`config.mk`:
```
export PLATFORM = sky130hd
export DESIGN_NAME = wr_inhibit_qual
export DESIGN_NICKNAME = d
export VERILOG_FILES = /design/src/rtl/wiq_pkg.sv /design/src/rtl/wiq_sync.sv /design/src/rtl/wiq_por_timer.sv /design/src/rtl/wiq_strobe_filter.sv /design/src/rtl/wr_inhibit_qual.sv
export SDC_FILE = /design/constraint.sdc
export NUM_CORES = 1
export LEC_CHECK = 0
export BUFFER_PORTS_ARGS = -buffer_cell sky130_fd_sc_hd__buf_4
export CAP_MARGIN = 0
export CORE_ASPECT_RATIO = 1.25
export CORE_MARGIN = 2
export CORE_UTILIZATION = 30
export DETAILED_ROUTE_END_ITERATION = 10
export PLACE_DENSITY_LB_ADDON = 0.12
export SLEW_MARGIN = 20
export SYNTH_ARGS = -nofsm -noshare
export SYNTH_HDL_FRONTEND = slang
export SYNTH_SLANG_ARGS = --single-unit
```
`constraint.sdc`:
```
create_clock -name clk -period 1.6 [get_ports clk]
set_input_delay 0.16 -clock clk [delete_from_list [all_inputs] [get_ports clk]]
set_output_delay 0.16 -clock clk [all_outputs]
set_load 0.01 [all_outputs]
```
`src/rtl/wiq_pkg.sv`:
```
package wiq_pkg;
   // Bundle of asynchronous inputs carried through the synchronizer together.
   typedef struct packed {
      logic sup_ok;
      logic ce_n;
      logic oe_n;
      logic we_n;
   } pin_set_t;

   // Values the synchronized pins take in reset: supply not good, all strobes idle.
   localparam pin_set_t PINS_IDLE = '{sup_ok: 1'b0, ce_n: 1'b1, oe_n: 1'b1, we_n: 1'b1};
endpackage

```
`src/rtl/wiq_sync.sv`:
```
module wiq_sync #(
   parameter int               WIDTH   = 4,
   parameter int               STAGES  = 2,
   parameter logic [WIDTH-1:0] RST_VAL = '0
) (
   input  logic             clk,
   input  logic             rst_n,
   input  logic [WIDTH-1:0] d,
   output logic [WIDTH-1:0] q
);
   if (STAGES < 2) begin : g_bad_stages
      $error("wiq_sync: STAGES must be at least 2");
   end
   if (WIDTH < 1) begin : g_bad_width
      $error("wiq_sync: WIDTH must be positive");
   end

   logic [STAGES-1:0][WIDTH-1:0] chain_q;

   always_ff @(posedge clk or negedge rst_n) begin
      if (!rst_n) chain_q <= {STAGES{RST_VAL}};
      else        chain_q <= {chain_q[STAGES-2:0], d};
   end

   assign q = chain_q[STAGES-1];
endmodule

```
`src/rtl/wiq_por_timer.sv`:
```
module wiq_por_timer #(
   parameter int POR_CYCLES = 250000
) (
   input  logic clk,
   input  logic rst_n,
   input  logic sup_ok,
   output logic ready
);
   localparam int CW = $clog2(POR_CYCLES + 1);
   localparam logic [CW-1:0] LIMIT = CW'(POR_CYCLES);

   if (POR_CYCLES < 1) begin : g_bad_por
      $error("wiq_por_timer: POR_CYCLES must be at least 1");
   end

   logic [CW-1:0] good_cnt;

   always_ff @(posedge clk or negedge rst_n) begin
      if (!rst_n)                good_cnt <= '0;
      else if (!sup_ok)          good_cnt <= '0;
      else if (good_cnt != LIMIT) good_cnt <= good_cnt + 1'b1;
   end

   assign ready = (good_cnt == LIMIT);


   re_arm_chk: assert property (@(posedge clk) disable iff (!rst_n)
      !sup_ok |=> !ready);

   ready_needs_sup_chk: assert property (@(posedge clk) disable iff (!rst_n)
      $rose(ready) |-> $past(sup_ok));
endmodule

```
`src/rtl/wiq_strobe_filter.sv`:
```
module wiq_strobe_filter #(
   parameter int FILT_CYCLES = 2
) (
   input  logic clk,
   input  logic rst_n,
   input  logic window,
   output logic hit
);
   if (FILT_CYCLES < 1) begin : g_bad_filt
      $error("wiq_strobe_filter: FILT_CYCLES must be at least 1");
   end

   if (FILT_CYCLES == 1) begin : g_edge
      // No width to wait for: fire on the first cycle of a window.
      logic window_d;
      always_ff @(posedge clk or negedge rst_n) begin
         if (!rst_n) window_d <= 1'b0;
         else        window_d <= window;
      end
      assign hit = window & ~window_d;
   end else begin : g_count
      localparam int FW = $clog2(FILT_CYCLES + 1);
      localparam logic [FW-1:0] FMAX = FW'(FILT_CYCLES);
      localparam logic [FW-1:0] FHIT = FW'(FILT_CYCLES - 1);
      logic [FW-1:0] run_cnt;
      always_ff @(posedge clk or negedge rst_n) begin
         if (!rst_n)              run_cnt <= '0;
         else if (!window)        run_cnt <= '0;
         else if (run_cnt != FMAX) run_cnt <= run_cnt + 1'b1;
      end
      assign hit = window & (run_cnt == FHIT);
   end


   one_hit_per_window_chk: assert property (@(posedge clk) disable iff (!rst_n)
      hit |=> !hit);
endmodule

```
`src/rtl/wr_inhibit_qual.sv`:
```
module wr_inhibit_qual #(
   parameter int SYNC_STAGES = 2,
   parameter int POR_CYCLES  = 250000,
   parameter int FILT_CYCLES = 2
) (
   input  logic clk,
   input  logic rst_n,
   input  logic supply_ok,
   input  logic ce_n,
   input  logic oe_n,
   input  logic we_n,
   output logic wr_start
);
   import wiq_pkg::*;

   localparam int PW = $bits(pin_set_t);
   localparam int RW = $clog2(FILT_CYCLES + 1);

   if (SYNC_STAGES < 2) begin : g_bad_sync
      $error("wr_inhibit_qual: SYNC_STAGES must be at least 2");
   end

   pin_set_t raw_pins, syn_pins;
   logic     window, hit, armed;

   assign raw_pins = '{sup_ok: supply_ok, ce_n: ce_n, oe_n: oe_n, we_n: we_n};

   wiq_sync #(.WIDTH(PW), .STAGES(SYNC_STAGES), .RST_VAL(PINS_IDLE)) u_sync (
      .clk(clk), .rst_n(rst_n), .d(raw_pins), .q(syn_pins)
   );

   // Write window: both enables low with output-enable high.
   assign window = ~syn_pins.ce_n & ~syn_pins.we_n & syn_pins.oe_n;

   wiq_por_timer #(.POR_CYCLES(POR_CYCLES)) u_por (
      .clk(clk), .rst_n(rst_n), .sup_ok(syn_pins.sup_ok), .ready(armed)
   );

   wiq_strobe_filter #(.FILT_CYCLES(FILT_CYCLES)) u_filt (
      .clk(clk), .rst_n(rst_n), .window(window), .hit(hit)
   );

   always_ff @(posedge clk or negedge rst_n) begin
      if (!rst_n) wr_start <= 1'b0;
      else        wr_start <= hit & armed & syn_pins.sup_ok;
   end

   // Checker counter: consecutive window cycles, saturating at the filter width.
   logic [RW-1:0] chk_run;
   always_ff @(posedge clk or negedge rst_n) begin
      if (!rst_n)                           chk_run <= '0;
      else if (!window)                     chk_run <= '0;
      else if (chk_run != RW'(FILT_CYCLES)) chk_run <= chk_run + 1'b1;
   end


   supply_low_blocks_chk: assert property (@(posedge clk) disable iff (!rst_n)
      !syn_pins.sup_ok |=> !wr_start);

   lockout_blocks_chk: assert property (@(posedge clk) disable iff (!rst_n)
      wr_start |-> $past(armed));

   oe_low_blocks_chk: assert property (@(posedge clk) disable iff (!rst_n)
      !syn_pins.oe_n |=> !wr_start);

   enable_high_blocks_chk: assert property (@(posedge clk) disable iff (!rst_n)
      (syn_pins.ce_n || syn_pins.we_n) |=> !wr_start);

   min_width_chk: assert property (@(posedge clk) disable iff (!rst_n)
      wr_start |-> ($past(window) && $past(chk_run) == RW'(FILT_CYCLES - 1)));

   single_cycle_chk: assert property (@(posedge clk) disable iff (!rst_n)
      wr_start |=> !wr_start);
endmodule

```
==> impl_metrics.toml, run 1 <==
[status]
outcome = "finished clean"

[clocking]
tritoncts_clock_tree = "built"
number_of_clock_buffers_inserted_by_tritoncts = 5
clockRootBuffer = "clkbuf_8"
cts.reportedPaths.clkPinSlew_ns = 0.07
clkLatencyLatePin_ns = 0.28
cts.path.max_buffers = 2
cts_htree_levels = 2
cts_num_sinks = 29

[pwr]
p_leak_nw = 0.848
power.density_cell_area_nw_per_um2 = 919
ir_worst_vdd_mv = 0.460

[critical_path]
worst-endpoint-arrival_ns = 1.77
worstSetupEndpointType = "register"
critical_path.startpoint_type = "register"
critical_path_peak_fanout = 5
cp.required_ns = 1.80
worst-setup-path-type = "register to register"

[floorplanning]
placement_rows = 27
core_region_area_sq_um = 4460
design.portCount = 7
fp.dieArea_sq_um = 5240
start_util_pct = 31.4
die_width_microns = 65.1
chipHeight_microns = 80.4

[routing]
average_via_count_per_standard_cell = 4.61
drcViolationCount = 0
detail-route-antenna-nets = 0
detail_route.first_pass.iterations = 4
routed_wire_length_per_instance_microns = 12.2
total_vias_in_the_final_route = 1000
drt-total-wl_microns = 2650
initialDrtViolationCount = 38

[synth]
yosysWarnings = 0
netlist_top_cells_area = "dfrtp_1 (41%), dfstp_2 (11%), mux2i_1 (5.0%)"
synth_area_sq_um = 1400
synth_area_per_cell_sq_um = 10.9
ys_async_sr_fraction_pct = 100
synth_enable_flop_cells = 0
synth_largest_area_cell = "dfrtp_1"
seq_area_frac_synth_pct = 52.3
flop_and_latch_count_out_of_synthesis = 29
gate_count_of_the_mapped_netlist = 128
unique_cell_type_count_in_the_yosys_netlist = 34
mappedNetlistNets = 138
postSynth.topFlopCell = "dfrtp_1"
post-synth-top-area-fraction_pct = 41.1

[job]
max_cap_viol_count = 0

[sta]
layout_setup_ws_ns = 0.0332
final.min_clock_period_ns = 1.57
final.setup_skew_ns = 0.00361
setup_viol = 0
unrepaired_setup_endpoints_after_global_routing = "true"
timing.final.crit_share_pct = 97.9
slew_headroom_pct = 74.0
report.final.slew_viol_count = 0
final_hold_viol_count = 0
worst-slew-pin-transition_ns = 0.389
hold_slack_ns = 0.345
max_freq_mhz = 638
totalNegativeSetupSlack_ns = 0

[finish]
area_delta_synth_final_pct = 29.6
layout_commonest_cell = "dfrtp_1"
layout-drive-gt1-share_pct = 28.3
seqCellArea_sq_um = 736
finish.instance_area_sq_um = 1820
fillers = 455
insertedDiodeCount = 0
num-nets-final = 168
commonest_cells_after_routing_fill_and_taps_aside = "dfrtp_1 (21), nand2_1 (18), buf_4 (18)"
multi_input_area_sq_um = 653

[placement]
place_ws_ns = -0.00919
gp_routability_congestion = 0.812
port_buffer_count = 6
dp_hpwl_microns = 1850
placed_cell_area_sq_um = 1620

[global_route]
antenna_found_initial = 0
wire_length_of_the_first_global_routing_pass_microns = 4720
first_global_vias = 1019
grt_util_all_layers_pct = 12.1
grt_max_degree = 30
grt.overflow.total = 0

[worst_hold_path]
min-delay-path-class = "primary input to async pin"
-- layer usage --
layer  up-vias  share of wire, %  GRT usage, %
li1        491                 -             -
met1       498                48          14.4
met2         7                48          20.9
met3         4               2.3          3.36
met4         0               1.3          4.38
met5         -                 0             0
-- final cells by class --
class,instances,area share [%]
flip-flops and latches,29,40.5
multi-input cells,92,36.0
repair buffers,25,11.9
clock buffers,6,4.55
well taps,58,3.99
clock inverters,2,2.07
inverters,5,1.03
-- Yosys cell counts (3+ instances only) --
cell      instances
and2_1            8
xnor2_1           5
dfstp_2           6
nand2b_1          6
dfrtp_1          23
inv_1             5
nor2_1            5
xor2_1            4
ha_1              4
mux2i_1           7
nor3_1            3
nand2_1          18
nand3_1           9
-- final timing paths --
| kind | slack [ns] | cells past startpoint | to | from |
|---|---|---|---|---|
| setup / recovery | 0.03 | 4 | u_por.good_cnt[1]$_DFFE_PN0P_ | u_por.good_cnt[5]$_DFFE_PN0P_ |
| min in group clk | 0.35 | 0 | u_sync.q[3]$_DFF_PN0_ | u_sync.chain_q[3]$_DFF_PN0_ |
| hold reg to reg | 0.35 | 0 | u_sync.q[3]$_DFF_PN0_ | u_sync.chain_q[3]$_DFF_PN0_ |
| hold / removal | 0.34 | 2 | u_sync.q[3]$_DFF_PN0_ | rst_n |
| setup reg to reg | 0.03 | 4 | u_por.good_cnt[1]$_DFFE_PN0P_ | u_por.good_cnt[5]$_DFFE_PN0P_ |
| max in group asynchronous | 0.93 | 2 | u_sync.q[1]$_DFF_PN1_ | rst_n |
-- logic make-up (layout without fill, tap and decap cells) --
group                    count (synthesis)  after routing  share of synthesized area (%)
XOR/XNOR                                 9              9                           5.62
adder cells (fa/ha/maj)                  4              4                           3.57
flip-flops                              29             29                           52.3
buffers and inverters                    7             38                           1.88
AND/OR/NAND/NOR                         67             67                           29.5
AO/OA/AOI/OAI                            5              5                           2.14
multiplexers                             7              7                           5.00
-- flip-flops by register name (all words and copies together), names as in the netlist --
| signal | cells |
|---|---|
| u_filt.g_count.run_cnt | 2 |
| u_por.good_cnt | 18 |
| wr_start | 1 |
| u_sync.q | 4 |
| u_sync.chain_q | 4 |
-- stage by stage --
step,std cells,power [mW],utilization [%]
floorplan,128,0.815,-
global placement,203,0.870,36.4
detailed placement,203,0.872,36.4
CTS,216,1.69,40.4
global route,217,1.75,40.7
finish,217,1.67,40.7
-- repair_timing --
item / in CTS / in global routing
endpoints found under the setup margin: 1 / 3
buffers inserted: 0 / 1
hold buffers: 5 / 0
gates resized for setup: 3 / 3
endpoints found under the hold margin: 27 / 0
pin swaps: 0 / 1
-- critical path, cell delays in order (launching register included) --
cell     delay (ns)
dfrtp_2        0.44
or4b_4         0.55
nor3_1         0.14
and2_4         0.18
mux2i_1        0.18
-- power breakdown --
group          internal (mW)  switching, mW  total [mW]
sequential             0.757         0.0142       0.771
clock                  0.506          0.295       0.801
combinational         0.0480         0.0498      0.0978
total                   1.31          0.359        1.67
Note: power is estimated with default switching activity, not from simulation.
==> run 2: changes to the inputs <==
--- a/config.mk
+++ b/config.mk
@@ -10,6 +10,7 @@
 export CORE_ASPECT_RATIO = 1.25
 export CORE_MARGIN = 2
 export CORE_UTILIZATION = 30
+export CTS_BUF_LIST = sky130_fd_sc_hd__clkbuf_16
 export DETAILED_ROUTE_END_ITERATION = 10
 export PLACE_DENSITY_LB_ADDON = 0.12
 export SLEW_MARGIN = 20
==> run 2 against run 1 <==
  * Count of clock-buffer cells in the layout is 1 lower
  * Non-clock buffer count fell by 1
  * Combinational power down 2%
  * First-iteration DRC count rose by 5.3%
  * Critical path depth is the same
  * Global-route usage rose by 0.32 points
  * Register-to-register slack worse by 0.02 ns
==> impl_metrics.toml, run 2 (synthesis gave the netlist of run 1 again) <==
[sta]
worst-slew-pin-transition_ns = 0.383
max_freq_mhz = 629
layout_setup_ws_ns = 0.00919
setup_viol = 0
final.min_clock_period_ns = 1.59
totalNegativeSetupSlack_ns = 0
unrepaired_setup_endpoints_after_global_routing = "true"
slew_headroom_pct = 74.5
timing.final.crit_share_pct = 99.4
final.setup_skew_ns = 0.00313
report.final.slew_viol_count = 0
final_hold_viol_count = 0

[clocking]
tritoncts_clock_tree = "built"
postCtsSetupRepairBufs = 0
cts.reportedPaths.clkPinSlew_ns = 0.05
cts_htree_levels = 2
clockRootBuffer = "clkbuf_16"
cts_num_sinks = 29
clkLatencyLatePin_ns = 0.27
number_of_clock_buffers_inserted_by_tritoncts = 5
cts.path.max_buffers = 2

[global_route]
antenna_found_initial = 0
grt_max_degree = 30
grt_util_all_layers_pct = 12.5
wire_length_of_the_first_global_routing_pass_microns = 4770
grt.overflow.total = 0
first_global_vias = 1014

[critical_path]
worst-setup-path-type = "register to register"
worst-endpoint-arrival_ns = 1.79
critical_path_peak_fanout = 5
worst_r2r_startpoint = "u_por.good_cnt[5]$_DFFE_PN0P_"
worstSetupEndpointType = "register"
critical_path.startpoint_type = "register"
reg2reg_setup_slack_ns = 0.009
destination_of_the_worst_register_to_register_timing_path = "u_por.good_cnt[1]$_DFFE_PN0P_"
worstRegToRegCells = 4
cp.required_ns = 1.80

[finish]
layout-drive-gt1-share_pct = 25.9
seqCellArea_sq_um = 733
commonest_cells_after_routing_fill_and_taps_aside = "dfrtp_1 (23), nand2_1 (18), buf_4 (18)"
num-nets-final = 167
top_register_by_number_of_flip_flops = "u_por.good_cnt"
finish.instance_area_sq_um = 1850
fillers = 443
insertedDiodeCount = 0
area_delta_synth_final_pct = 32.0
largest_reg_flops = 18
layout_commonest_cell = "dfrtp_1"
multi_input_area_sq_um = 653
final_core_utilization_pct = 41.5

[pwr]
power.density_cell_area_nw_per_um2 = 1040
p_sw_share_pct = 20.7
power_frac_clock_pct = 55.0
comb_power_share_pct = 5.0
total_power_mw = 1.93
switching_power_mw = 0.399
p_leak_nw = 0.865
power.share.sequential_pct = 40.0
ir_worst_vdd_mv = 0.466
internal_power_mw = 1.53

[floorplanning]
die_width_microns = 65.1
core_region_area_sq_um = 4460
chipHeight_microns = 80.4
design.portCount = 7
placement_rows = 27
start_util_pct = 31.4
fp.dieArea_sq_um = 5240

[routing]
average_via_count_per_standard_cell = 4.58
initialDrtViolationCount = 40
detail-route-antenna-nets = 0
detail_route.first_pass.iterations = 4
routed_wire_length_per_instance_microns = 12.4
drt-total-wl_microns = 2680
total_vias_in_the_final_route = 989
drcViolationCount = 0

[worst_hold_path]
min-delay-path-class = "primary input to async pin"

[placement]
port_buffer_count = 6
placed_cell_area_sq_um = 1620
dp_hpwl_microns = 1850
place_ws_ns = -0.00919
gp_routability_congestion = 0.812

[job]
max_cap_viol_count = 0

[status]
outcome = "finished clean"
run 2: cell types whose count changed in the layout (fill, tap and decap cells not counted), sizes merged:
cell    delta
clkbuf     -1
buf        -1
clkinv     +1
run 2: timing repair:
action	CTS	global route
setup endpoints to repair	1	2
hold buffers	5	0
resized for setup	3	0
pin swaps	0	0
cloned	0	0
hold endpoints to repair	27	0
run 2: worst max-delay path by stage:
stage / cells past startpoint / from / endpoint / slack, ns
2_1_floorplan: 4 / u_por.good_cnt[2]$_DFFE_PN0P_ / u_por.good_cnt[1]$_DFFE_PN0P_ / 0.1
3_3_place_gp: 4 / u_por.good_cnt[13]$_DFFE_PN0P_ / u_por.good_cnt[1]$_DFFE_PN0P_ / 0.06
3_5_place_dp: 4 / u_por.good_cnt[13]$_DFFE_PN0P_ / u_por.good_cnt[1]$_DFFE_PN0P_ / -0.009
4_1_cts: 4 / u_por.good_cnt[5]$_DFFE_PN0P_ / u_por.good_cnt[1]$_DFFE_PN0P_ / 0.01
5_1_grt: 4 / u_por.good_cnt[13]$_DFFE_PN0P_ / u_por.good_cnt[1]$_DFFE_PN0P_ / -0.05
6_report: 4 / u_por.good_cnt[5]$_DFFE_PN0P_ / u_por.good_cnt[1]$_DFFE_PN0P_ / 0.009
run 2: layout make-up:
type                            instances  share of cell area (%)
Inverter                                5                    1.01
Tap cell                               58                    3.92
Timing Repair Buffer                   24                    11.1
Clock buffer                            5                    6.77
Multi-Input combinational cell         92                    35.3
Sequential cell                        29                    39.6
Clock inverter                          3                    2.23
run 2: per-layer routing:
metal | share of wire (%) | vias up | GRT usage [%]
met5 | 0 | - | 0
met4 | 2.4 | 0 | 6.25
met3 | 2.8 | 6 | 3.36
met2 | 48 | 11 | 20.7
met1 | 46 | 481 | 14.7
li1 | - | 491 | -
run 2: power groups by stage:
stage | clock network [mW] | logic, mW | registers [mW]
after floorplan | 0 | 0.0320 | 0.783
after global placement | 0 | 0.0870 | 0.783
after detailed placement | 0 | 0.0886 | 0.784
after CTS | 1.09 | 0.0985 | 0.772
after global routing | 1.12 | 0.111 | 0.774
final | 1.06 | 0.0963 | 0.771
run 2: critical path, cell delays in order, from the launching register on:
cell     delay [ns]
dfrtp_1        0.43
or4b_4         0.57
nor3_1         0.15
and2_4         0.18
mux2i_1        0.18
run 2: stage by stage:
stage | hold slack (ns) | cells
6_report | 0.347 | 216
5_1_grt | 0.357 | 216
4_1_cts | 0.351 | 216
3_5_place_dp | 0.113 | 203
3_3_place_gp | 0.108 | 203
2_1_floorplan | -0.136 | 128
==> run 3: changes to the inputs <==
--- a/config.mk
+++ b/config.mk
@@ -5,14 +5,14 @@
 export SDC_FILE = /design/constraint.sdc
 export NUM_CORES = 1
 export LEC_CHECK = 0
-export BUFFER_PORTS_ARGS = -buffer_cell sky130_fd_sc_hd__buf_4
 export CAP_MARGIN = 0
 export CORE_ASPECT_RATIO = 1.25
 export CORE_MARGIN = 2
 export CORE_UTILIZATION = 30
 export CTS_BUF_LIST = sky130_fd_sc_hd__clkbuf_16
 export DETAILED_ROUTE_END_ITERATION = 10
-export PLACE_DENSITY_LB_ADDON = 0.12
+export DONT_BUFFER_PORTS = 1
+export PLACE_DENSITY = 0.46
 export SLEW_MARGIN = 20
 export SYNTH_ARGS = -nofsm -noshare
 export SYNTH_HDL_FRONTEND = slang
==> run 3 against run 2 <==
  * Maximum frequency grew 3.7%
  * Wire length shrank 1.3%
  * Clock skew increased by 0.0011 ns
  * Design area is 0.88% lower
  * Clock power is essentially flat
  * Hold slack worse by 0.024 ns
  * Via count is 1.0% higher
  * Non-clock buffer count shrank 3
  * Sequential power hardly changed
  * Critical endpoint unchanged
  * Highest routed layer unchanged
==> impl_metrics.toml, run 3 (synthesis gave the netlist of run 1 again) <==
[routing]
drcViolationCount = 0
routed_wire_length_per_instance_microns = 12.4
detail-route-antenna-nets = 0
initialDrtViolationCount = 93
detail_route.first_pass.iterations = 4
total_vias_in_the_final_route = 999
average_via_count_per_standard_cell = 4.69
drt-total-wl_microns = 2640

[global_route]
grt_max_degree = 30
grt_util_met1_pct = 12.9
globalRouteMet2Util_pct = 21.3
wire_length_of_the_first_global_routing_pass_microns = 4770
global_route.usage.met3_pct = 3.92
gr-max-usage-layer = "met2"
antenna_found_initial = 0
grt_util_all_layers_pct = 12.3
first_global_vias = 1080
grt.overflow.total = 0

[critical_path]
critical_path.startpoint_type = "register"
critical_path_cell_with_the_highest_stage_delay = "or4b_4"
worst-setup-path-type = "register to register"
cpPeakStageDelay_ns = 0.57
cp.required_ns = 1.79
crit_buf_inv = 0
timing.critical_path.max_delay_family = "simple AND/OR/NAND/NOR gates"
critical_path.cell_chain = "or4b_4 > nor3_2 > and2_4 > mux2i_1"
worst-endpoint-arrival_ns = 1.73
worstSetupEndpointType = "register"
critical_path_peak_fanout = 3

[sta]
final.setup_skew_ns = 0.00426
slew_headroom_pct = 76.1
hold_slack_ns = 0.324
final.min_clock_period_ns = 1.53
timing.final.crit_share_pct = 95.9
unrepaired_setup_endpoints_after_global_routing = "true"
max_freq_mhz = 652
setup_viol = 0
worst-slew-pin-transition_ns = 0.356
final_hold_viol_count = 0
report.final.slew_viol_count = 0

[clocking]
tritoncts_clock_tree = "built"
cts_num_sinks = 29
clockRootBuffer = "clkbuf_16"
number_of_clock_buffers_inserted_by_tritoncts = 5
clkLatencyLatePin_ns = 0.27
cts_htree_levels = 2
cts.path.max_buffers = 2
cts.reportedPaths.clkPinSlew_ns = 0.05

[floorplanning]
fp.dieArea_sq_um = 5240
design.portCount = 7
chipHeight_microns = 80.4
placement_rows = 27
die_width_microns = 65.1
start_util_pct = 31.4
core_region_area_sq_um = 4460

[finish]
seqCellArea_sq_um = 733
layout_commonest_cell = "dfrtp_1"
commonest_cells_after_routing_fill_and_taps_aside = "dfrtp_1 (23), nand2_1 (18), buf_4 (14)"
fillers = 471
insertedDiodeCount = 0
layout-drive-gt1-share_pct = 25.2
largest_reg_flops = 18
multi_input_area_sq_um = 658
top_register_by_number_of_flip_flops = "u_por.good_cnt"
num-nets-final = 164
area_delta_synth_final_pct = 30.8
final_cell_count_no_fill = 213

[placement]
dp_hpwl_microns = 1860
port_buffer_count = 0
gp_routability_congestion = 0.745
placedCellCount = 197

[pwr]
p_leak_nw = 0.860
power.density_cell_area_nw_per_um2 = 1030
ir_worst_vdd_mv = 0.521
total_power_mw = 1.89

[worst_hold_path]
min-delay-path-class = "primary input to async pin"

[status]
outcome = "finished clean"

[job]
max_cap_viol_count = 0
[run 3: changes by cell type in the layout (fill, tap and decap cells not counted), sizes merged]
cell	change
buf	-3
inv	+1
clkinvlp	-1
[run 3: worst paths after layout]
| path | startpoint | slack [ns] | to | cells after the start |
|---|---|---|---|---|
| max | u_por.good_cnt[5]$_DFFE_PN0P_ | 0.07 | u_por.good_cnt[1]$_DFFE_PN0P_ | 4 |
| min | rst_n | 0.32 | u_sync.chain_q[3]$_DFF_PN0_ | 2 |
| max reg2reg | u_por.good_cnt[5]$_DFFE_PN0P_ | 0.07 | u_por.good_cnt[1]$_DFFE_PN0P_ | 4 |
| min reg2reg | u_sync.chain_q[1]$_DFF_PN1_ | 0.35 | u_sync.q[1]$_DFF_PN1_ | 0 |
| max in group asynchronous | rst_n | 1.04 | u_sync.q[1]$_DFF_PN1_ | 2 |
| min in group clk | u_sync.chain_q[1]$_DFF_PN1_ | 0.35 | u_sync.q[1]$_DFF_PN1_ | 0 |
[run 3: what timing repair did]
action | CTS | global route
pin swaps | 2 | 2
buffers inserted | 2 | 0
hold buffers | 6 | 0
resized for setup | 3 | 2
hold endpoints to repair | 33 | 0
endpoints found under the setup margin | 1 | 2
[run 3: layout make-up]
cell class                 count  area share (%)
sequential                    29            40.0
multi-input combinational     92            35.9
timing repair buffer          21            10.2
clock buffer                   5            6.83
tap                           58            3.96
clock inverter                 3            2.12
inverter                       5            1.02
[run 3: report_power, final]
| part | internal, mW | total, mW | switching, mW |
|---|---|---|---|
| logic | 0.0441 | 0.0965 | 0.0524 |
| registers | 0.758 | 0.769 | 0.0102 |
| clock network | 0.723 | 1.03 | 0.306 |
| total | 1.53 | 1.89 | 0.368 |
[run 3: through the flow]
step	TNS [ns]	area (sq um)	worst slack, ns	utilization [%]
after floorplan	0	1400	0.0958	-
after CTS	0	1820	0.0215	40.9
after global routing	-0.0182	1830	-0.00958	41.1
after detailed placement	0	1560	0.000270	35.1
final	0	1830	0.0663	41.1
after global placement	0	1560	0.0562	35.1
[run 3: layer usage]
metal / vias to the layer above / share of wire (%)
li1: 487 / -
met1: 485 / 41
met2: 17 / 52
met3: 10 / 3.8
met4: 0 / 3.7
met5: - / 0
[run 3: worst reg2reg max path, delay by kind of cell, from the launching register on]
kind / cells / cell delay, ns
and+or+nand+nor: 3 / 0.86
DFF: 1 / 0.42
muxes: 1 / 0.18
